[src/rtl/rpc_pkg.sv]
package rpc_pkg;

    // Class of a weight slot as seen from the write port.
    typedef enum logic [1:0] {
        WK_COARSE = 2'd0,
        WK_CAL    = 2'd1,
        WK_FIXED  = 2'd2
    } weight_kind_e;

    function automatic weight_kind_e kind_of(input int unsigned sel, input int unsigned n_cal);
        if (sel == 0)
            return WK_COARSE;
        else if (sel <= n_cal)
            return WK_CAL;
        else
            return WK_FIXED;
    endfunction

    // Nominal weight of slot idx: slot 0 is the first stage, slot 1 the
    // second, each further slot shrinks by num/den with rounding.
    function automatic int unsigned nominal_weight(input int unsigned idx,
                                                   input int unsigned coarse_nom,
                                                   input int unsigned fine_nom,
                                                   input int unsigned num,
                                                   input int unsigned den);
        int unsigned w;
        if (idx == 0)
            return coarse_nom;
        w = fine_nom;
        for (int unsigned k = 1; k < idx; k++)
            w = (w * num + den / 2) / den;
        return w;
    endfunction

endpackage

[src/rtl/rpc_weight_bank.sv]
module rpc_weight_bank #(
    parameter int WEIGHT_W   = 20,
    parameter int N_FINE     = 15,
    parameter int N_CAL      = 10,
    parameter int COARSE_NOM = 32768,
    parameter int FINE_NOM   = 19200,
    parameter int RADIX_NUM  = 10,
    parameter int RADIX_DEN  = 17,
    localparam int SEL_W     = $clog2(N_FINE + 1)
) (
    input  logic                           clk,
    input  logic                           rst_n,
    input  logic                           wr_en,
    input  logic [SEL_W-1:0]               wr_sel,
    input  logic [WEIGHT_W-1:0]            wr_weight,
    output logic [N_FINE:0][WEIGHT_W-1:0]  weights
);

    for (genvar g = 0; g <= N_FINE; g++) begin : g_slot
        localparam int unsigned NOM =
            rpc_pkg::nominal_weight(g, COARSE_NOM, FINE_NOM, RADIX_NUM, RADIX_DEN);

        if (g <= N_CAL) begin : g_prog
            logic [WEIGHT_W-1:0] w_q;

            always_ff @(posedge clk or negedge rst_n) begin
                if (!rst_n)
                    w_q <= WEIGHT_W'(NOM);
                else if (wr_en && (wr_sel == SEL_W'(g)))
                    w_q <= wr_weight;
            end

            assign weights[g] = w_q;
        end else begin : g_fixed
            assign weights[g] = WEIGHT_W'(NOM);
        end
    end

endmodule

[src/rtl/rpc_term_gen.sv]
module rpc_term_gen #(
    parameter int WEIGHT_W = 20,
    parameter int LVL_W    = 4,
    parameter int N_FINE   = 15,
    parameter int ACC_W    = 30,
    localparam int N_THR   = (2 ** LVL_W) - 1,
    localparam int FAC_W   = LVL_W + 2
) (
    input  logic                           clk,
    input  logic                           rst_n,
    input  logic                           in_valid,
    input  logic [N_THR-1:0]               in_therm,
    input  logic [N_FINE-1:0]              in_bits,
    input  logic [N_FINE:0][WEIGHT_W-1:0]  weights,
    output logic                           t_valid,
    output logic [N_FINE:0][ACC_W-1:0]     terms
);

    logic [LVL_W:0]            level;
    logic signed [FAC_W-1:0]   factor;
    logic signed [ACC_W-1:0]   fac_x;
    logic signed [ACC_W-1:0]   wc_x;
    logic [N_FINE:0][ACC_W-1:0] terms_d;

    // CAPTURE step: first-stage term, odd factor in -N_THR..+N_THR.
    assign level   = (LVL_W + 1)'($countones(in_therm));
    assign factor  = $signed({level, 1'b0}) - $signed(FAC_W'(N_THR));
    assign fac_x   = {{(ACC_W - FAC_W){factor[FAC_W-1]}}, factor};
    assign wc_x    = {{(ACC_W - WEIGHT_W){1'b0}}, weights[0]};
    assign terms_d[0] = fac_x * wc_x;

    // One signed +/- term per later stage.
    for (genvar j = 0; j < N_FINE; j++) begin : g_fine
        logic [ACC_W-1:0] wx;
        assign wx = {{(ACC_W - WEIGHT_W){1'b0}}, weights[j+1]};
        assign terms_d[j+1] = in_bits[j] ? wx : (ACC_W'(0) - wx);
    end

    always_ff @(posedge clk or negedge rst_n) begin
        if (!rst_n) begin
            t_valid <= 1'b0;
            terms   <= '0;
        end else begin
            t_valid <= in_valid;
            if (in_valid)
                terms <= terms_d;
        end
    end

endmodule

[src/rtl/rpc_adder_tree.sv]
module rpc_adder_tree #(
    parameter int ACC_W   = 30,
    parameter int N_TERMS = 16,
    parameter int GROUP   = 4,
    localparam int N_GRP  = (N_TERMS + GROUP - 1) / GROUP,
    localparam int N_PAD  = N_GRP * GROUP
) (
    input  logic                           clk,
    input  logic                           rst_n,
    input  logic                           t_valid,
    input  logic [N_TERMS-1:0][ACC_W-1:0]  terms,
    output logic                           s_valid,
    output logic signed [ACC_W-1:0]        total
);

    logic [N_PAD-1:0][ACC_W-1:0] padded;
    logic [N_GRP-1:0][ACC_W-1:0] part_d;
    logic [N_GRP-1:0][ACC_W-1:0] part_q;
    logic [ACC_W-1:0]            total_d;
    logic                        p_valid;

    for (genvar p = 0; p < N_PAD; p++) begin : g_pad
        if (p < N_TERMS) begin : g_term
            assign padded[p] = terms[p];
        end else begin : g_zero
            assign padded[p] = '0;
        end
    end

    // GROUP step: one adder per set of GROUP terms.
    for (genvar g = 0; g < N_GRP; g++) begin : g_group
        logic [ACC_W-1:0] acc;
        always_comb begin
            acc = '0;
            for (int k = 0; k < GROUP; k++)
                acc = acc + padded[g*GROUP + k];
        end
        assign part_d[g] = acc;
    end

    // TOTAL step: sum of the group results.
    always_comb begin
        total_d = '0;
        for (int g = 0; g < N_GRP; g++)
            total_d = total_d + part_q[g];
    end

    always_ff @(posedge clk or negedge rst_n) begin
        if (!rst_n) begin
            p_valid <= 1'b0;
            part_q  <= '0;
            s_valid <= 1'b0;
            total   <= '0;
        end else begin
            p_valid <= t_valid;
            part_q  <= part_d;
            s_valid <= p_valid;
            total   <= $signed(total_d);
        end
    end

endmodule

[src/rtl/rpc_round_sat.sv]
module rpc_round_sat #(
    parameter int ACC_W  = 30,
    parameter int FRAC_W = 6,
    parameter int OUT_W  = 14
) (
    input  logic                     clk,
    input  logic                     rst_n,
    input  logic                     s_valid,
    input  logic signed [ACC_W-1:0]  total,
    output logic                     out_valid,
    output logic signed [OUT_W-1:0]  out_code
);

    localparam logic signed [ACC_W-1:0] HALF = ACC_W'(1 << (FRAC_W - 1));
    localparam logic signed [ACC_W-1:0] MAXV = ACC_W'((1 << (OUT_W - 1)) - 1);
    localparam logic signed [ACC_W-1:0] MINV = -ACC_W'(1 << (OUT_W - 1));

    logic signed [ACC_W-1:0] biased;
    logic signed [ACC_W-1:0] scaled;
    logic [OUT_W-1:0]        code_d;
    logic                    unused_frac;

    // ROUND step: bias by one half, arithmetic shift, clamp.
    assign biased      = total + HALF;
    assign scaled      = biased >>> FRAC_W;
    assign unused_frac = ^biased[FRAC_W-1:0];

    always_comb begin
        if (scaled > MAXV)
            code_d = MAXV[OUT_W-1:0];
        else if (scaled < MINV)
            code_d = MINV[OUT_W-1:0];
        else
            code_d = scaled[OUT_W-1:0];
    end

    always_ff @(posedge clk or negedge rst_n) begin
        if (!rst_n) begin
            out_valid <= 1'b0;
            out_code  <= '0;
        end else begin
            out_valid <= s_valid;
            if (s_valid)
                out_code <= $signed(code_d);
        end
    end

endmodule

[src/rtl/rpc_converter.sv]
module rpc_converter #(
    parameter int WEIGHT_W   = 20,
    parameter int FRAC_W     = 6,
    parameter int OUT_W      = 14,
    parameter int LVL_W      = 4,
    parameter int N_FINE     = 15,
    parameter int N_CAL      = 10,
    parameter int COARSE_NOM = 32768,
    parameter int FINE_NOM   = 19200,
    parameter int RADIX_NUM  = 10,
    parameter int RADIX_DEN  = 17,
    parameter int GROUP      = 4,
    localparam int N_THR     = (2 ** LVL_W) - 1,
    localparam int SEL_W     = $clog2(N_FINE + 1),
    localparam int ACC_W     = WEIGHT_W + LVL_W + 2 + $clog2(N_FINE + 1)
) (
    input  logic                     clk,
    input  logic                     rst_n,
    input  logic                     in_valid,
    input  logic [N_THR-1:0]         in_therm,
    input  logic [N_FINE-1:0]        in_bits,
    input  logic                     wr_en,
    input  logic [SEL_W-1:0]         wr_sel,
    input  logic [WEIGHT_W-1:0]      wr_weight,
    output logic                     out_valid,
    output logic signed [OUT_W-1:0]  out_code
);

    logic [N_FINE:0][WEIGHT_W-1:0] weights;
    logic                          t_valid;
    logic [N_FINE:0][ACC_W-1:0]    terms;
    logic                          s_valid;
    logic signed [ACC_W-1:0]       total;

    rpc_weight_bank #(
        .WEIGHT_W   (WEIGHT_W),
        .N_FINE     (N_FINE),
        .N_CAL      (N_CAL),
        .COARSE_NOM (COARSE_NOM),
        .FINE_NOM   (FINE_NOM),
        .RADIX_NUM  (RADIX_NUM),
        .RADIX_DEN  (RADIX_DEN)
    ) i_bank (
        .clk       (clk),
        .rst_n     (rst_n),
        .wr_en     (wr_en),
        .wr_sel    (wr_sel),
        .wr_weight (wr_weight),
        .weights   (weights)
    );

    rpc_term_gen #(
        .WEIGHT_W (WEIGHT_W),
        .LVL_W    (LVL_W),
        .N_FINE   (N_FINE),
        .ACC_W    (ACC_W)
    ) i_terms (
        .clk      (clk),
        .rst_n    (rst_n),
        .in_valid (in_valid),
        .in_therm (in_therm),
        .in_bits  (in_bits),
        .weights  (weights),
        .t_valid  (t_valid),
        .terms    (terms)
    );

    rpc_adder_tree #(
        .ACC_W   (ACC_W),
        .N_TERMS (N_FINE + 1),
        .GROUP   (GROUP)
    ) i_tree (
        .clk     (clk),
        .rst_n   (rst_n),
        .t_valid (t_valid),
        .terms   (terms),
        .s_valid (s_valid),
        .total   (total)
    );

    rpc_round_sat #(
        .ACC_W  (ACC_W),
        .FRAC_W (FRAC_W),
        .OUT_W  (OUT_W)
    ) i_round (
        .clk       (clk),
        .rst_n     (rst_n),
        .s_valid   (s_valid),
        .total     (total),
        .out_valid (out_valid),
        .out_code  (out_code)
    );

endmodule

[config.mk]
export PLATFORM = sky130hd
export DESIGN_NAME = rpc_converter
export DESIGN_NICKNAME = d
export VERILOG_FILES = /design/src/rtl/rpc_pkg.sv /design/src/rtl/rpc_weight_bank.sv /design/src/rtl/rpc_term_gen.sv /design/src/rtl/rpc_adder_tree.sv /design/src/rtl/rpc_round_sat.sv /design/src/rtl/rpc_converter.sv
export SDC_FILE = /design/constraint.sdc
export NUM_CORES = 2
export LEC_CHECK = 0
export ABC_AREA = 1
export CAP_MARGIN = 30
export CORE_MARGIN = 2
export CORE_UTILIZATION = 26
export CTS_CLUSTER_DIAMETER = 150
export DETAILED_ROUTE_END_ITERATION = 7
export GPL_ROUTABILITY_DRIVEN = 0
export SETUP_SLACK_MARGIN = 0.3
export SLEW_MARGIN = 30
export SYNTH_ARGS = -nofsm -noshare
export SYNTH_HDL_FRONTEND = slang
export SYNTH_HIERARCHICAL = 1
export SYNTH_SLANG_ARGS = --single-unit
[constraint.sdc]
create_clock -name clk -period 4.6 [get_ports clk]
set_input_delay 0.46 -clock clk [delete_from_list [all_inputs] [get_ports clk]]
set_output_delay 0.46 -clock clk [all_outputs]
set_load 0.03 [all_outputs]
After elaboration in Yosys (flattened, before gate mapping) --
Cells that the tools add are included. W data, S select, Z words.
Word-level totals: flip-flop bits (word level) 868, latch bits 0, memory bits (writable) 0, ROM bits 0, input bits 58, output and inout bits 15, word-level logic and storage cells 120, memories 0
Cells by class: add/subtract/negate cells 41, $mul 1, divide/modulo/power cells 0, magnitude comparators 2, eq/ne operators 10, shift-type cells 0, mux-type cells 17, bitwise logic cells 0, reduce and logical (&&, ||, !) cells 12
Operators by type and width (number):
- $add A30 B30 Y30 | 15
- $mux W30 | 15
- $sub A1 B20 Y21 const A | 10
- $add A30 B7 Y30 const B | 1
- $add A5 B5 Y5 | 6
- $mux W14 | 2
- $mul A6 B21 Y27 | 1
- $gt A24 B14 Y1 const B | 1
- $lt A24 B14 Y1 const B | 1
- $eq A4 B3 Y1 const B | 4
- $add A1 B1 Y2 | 7
- $eq A4 B4 Y1 const B | 3
- $logic_and A1 B1 Y1 | 11
- $eq A4 B2 Y1 const B | 2
- $sub A6 B5 Y6 const B | 1
- $add A5 B1 Y5 | 1
- $eq A4 B1 Y1 const B | 1
- $logic_not A4 Y1 | 1

Longest topological paths before layout --
depth after elaboration 6, mapped depth 38

Hierarchy --
Netlist, hierarchy kept.
By module, submodules not included:
- rpc_term_gen | times used 1, cells an instance 3740, area an instance 26142.6 µm²
- rpc_adder_tree | times used 1, cells an instance 3475, area an instance 23392.4 µm²
- rpc_weight_bank | times used 1, cells an instance 1138, area an instance 9734.3 µm²
- rpc_round_sat | times used 1, cells an instance 237, area an instance 1437.6 µm²

Worst setup path before layout --
No wires, ideal clock.
path type input-to-reg, start point input in_therm[12], end point register i_terms/terms[20] in the netlist's numbering, library setup time 0.118 ns, arrival time 6.712 ns, data required time 4.482 ns, slack -2.230 ns, stages on the path 30, path buffers 0, cells stage by stage fa_1 inv_1 fa_1 fa_1 fa_1 inv_1 ha_1 fa_1 nand2_1 nand2_1 a21oi_1 or2_4 nand2_4 inv_2 nand2_1 fa_1 fa_1 fa_1 fa_1 fa_1 inv_1 nand3_1 nand3_1 nand2_1 nand2_1 nand2_1 nand2_1 nand2_1 nand3_1 nand2_1
Between the ends: longest elaborated chain between the ends 6
RTL lines:
- start: declaration | line rpc_converter.sv:20 | input logic [N_THR-1:0] in_therm,
- $add A1 B1 Y2 (implied by the code) | line rpc_term_gen.sv:26 | assign level = (LVL_W + 1)'($countones(in_therm));
- $add A5 B1 Y5 (implied by the code) | line rpc_term_gen.sv:26
- $add A5 B5 Y5 (implied by the code) (2 in series) | line rpc_term_gen.sv:26
- $sub A6 B5 Y6 | line rpc_term_gen.sv:27 | assign factor = $signed({level, 1'b0}) - $signed(FAC_W'(N_THR));
- $mul A6 B21 Y27 | line rpc_term_gen.sv:30 | assign terms_d[0] = fac_x * wc_x;
- end signal: assignment | line rpc_term_gen.sv:46 | terms <= terms_d;
- end: declaration | line rpc_term_gen.sv:16 | output logic [N_FINE:0][ACC_W-1:0] terms
Every way passes these cells. A chain may end at the register's enable or synchronous reset.

Worst setup path after layout --
start point input in_therm[12], end point register i_terms/terms[22] in the netlist's numbering
Same word-level chain as after synthesis.

==> flow_summary.yaml <==
status:
  status: "finished with violations"
  violations: "negative setup slack"
place:
  place_area_um2: 64100
  pre_cts_slack_ps: -2800
  dp.cells: 11500
  io_buffers: 72
  place_hpwl_um: 131000
clock_network:
  cts_tree: "built"
  cts_root_buffer: "clkbuf_16"
  path_clk_slew_ps: 60
  cts_max_level: 3
  cts_buffer_depth: 3
  cts_buffers: 87
  cts_sinks: 725
  clk_latency_ps: 740
setup_path:
  crit_fanout: 5
  startpoint_type: "input port"
  worstPathRequired_ps: 5220
  cp-end-kind: "flip-flop"
  cp_slowest_stage_delay_ps: 530
  cp_slowest_cell: "fa_1"
  worst_path_most_repeated_cell: "fa_1"
  critPathKind: "in2reg"
  crit_arrival_ps: 6910
logic_synthesis:
  syn-cell-area_um2: 60600
  yosys_warnings: 6
  synthCells: 8583
  avgSynthCellArea_um2: 7.06
timing:
  max_slew.worst_pin.slew_ps: 877
  rsz0062_at_grt: "true"
  setup_viol: 23
  clock.fmax_mhz: 159
  hold_violations: 0
  finClkSkew_ps: 64.8
  slew_headroom_pct: 41.5
  report.final.slew_viol_count: 0
  period_needed_ps: 6290
  setup_tns_ps: -35080
  post-route-period-util_pct: 137
  finalWorstSetupSlack_ps: -1690
cells_and_area:
  syn_to_final_growth_pct: 12.0
  finalNonFillerCells: 11700
  final_common_cell: "nand2_1"
  design_area_um2: 67800
  drive_gt1_share_pct: 7.16
  fin_nets: 9204
  layout_common_cells: "nand2_1 (2899), inv_1 (1739), dfrtp_1 (669)"
  fillCellCount: 25200
grt:
  gr-usage-all-layers_pct: 14.1
  grt_pass1_vias: 47400
  grt-ovfl-total: 0
  grt_pass1_wl_um: 265000
  antenna_found_initial: 7
  grt_max_degree: 142
routing:
  num_vias: 49500
  drt-vias-per-instance: 4.24
  drtAntennaViolNets: 0
  drt_wl_total_um: 168000
  post-route-drc-count: 0
  dr.first_iter.drc_count: 3515
  routedWlPerCell_um: 14.4
  first_pass_iters: 8
floorplanning:
  fp.dieH_um: 487
  start_util_pct: 26.1
  die_area_um2: 237000
  ios: 73
  die_w_um: 487
  rows: 177
  coreArea_um2: 232000
worst_hold_path:
  hold_path.class: "in2reg"
job:
  drv_cap: 0
## worst paths after layout
check                                                                 from                                    endpoint  slack [ps]  cells after the start
worst max-delay path                                          in_therm[12]               i_terms/terms[22]$_DFFE_PN0P_       -1690                     35
worst min-delay path                                          wr_weight[0]  i_bank/g_slot[9].g_prog.w_q[0]$_DFFE_PN1P_         200                      3
worst max register to register  i_bank/g_slot[0].g_prog.w_q[4]$_DFFE_PN0P_               i_terms/terms[24]$_DFFE_PN0P_         710                     17
worst min register to register                    i_tree/p_valid$_DFF_PN0_                    i_tree/s_valid$_DFF_PN0_         350                      0
max in group asynchronous                                            rst_n              i_terms/terms[393]$_DFFE_PN0P_        3050                      3
min in group asynchronous                                            rst_n              i_terms/terms[278]$_DFFE_PN0P_         370                      2
## layout make-up
cell class                 count  area, µm²  share of cell area (%)
multi-input combinational   5756      34300                    50.6
sequential                   725      18200                    26.8
inverter                    1770       6660                    9.82
tap                         3043       3810                    5.61
clock buffer                 127       2510                    3.70
timing repair buffer         203       1860                    2.74
clock inverter                35        485                   0.716
antenna                        2       5.00                 0.00738
## per-layer routing
metal	track usage, %	share of wire (%)	up-vias
li1	-	-	25300
met1	19.8	47	23000
met2	22.6	45	953
met3	2.01	5.1	201
met4	3.85	2.6	8
met5	0	0.026	-
## metrics by stage
stage          util, %  hold slack (ps)
6_report          29.2              198
5_1_grt           29.2              183
4_1_cts           29.0              145
3_5_place_dp      27.6              336
3_3_place_gp      27.6              333
2_1_floorplan        -              164
## registers in the layout, indices dropped and copies added (netlist names)
name and cells:
i_tree/s_valid 1, i_tree/total 25, i_terms/t_valid 1, i_bank/g_slot.g_prog.w_q 220, i_round/out_valid 1, i_terms/terms 342
i_tree/part_q 120, i_tree/p_valid 1, i_round/out_code 14
## timing repair
action | CTS | global route
pin swaps | 38 | 66
hold buffers | 1 | 0
resized for setup | 69 | 96
hold endpoints to repair | 72 | 0
setup buffers | 7 | 8
setup endpoints to repair | 25 | 24
## worst max-delay path: cells and delay by family
family | cells | cell delay [ps]
AND/OR/NAND/NOR | 14 | 950
adder cells (fa/ha/maj) | 11 | 4560
buffers and inverters | 9 | 770
AO/OA/AOI/OAI | 1 | 160
Power is left out: the tool's default activity adds up to more than one toggle a clock period on the data nets, which glitch-free logic cannot reach.
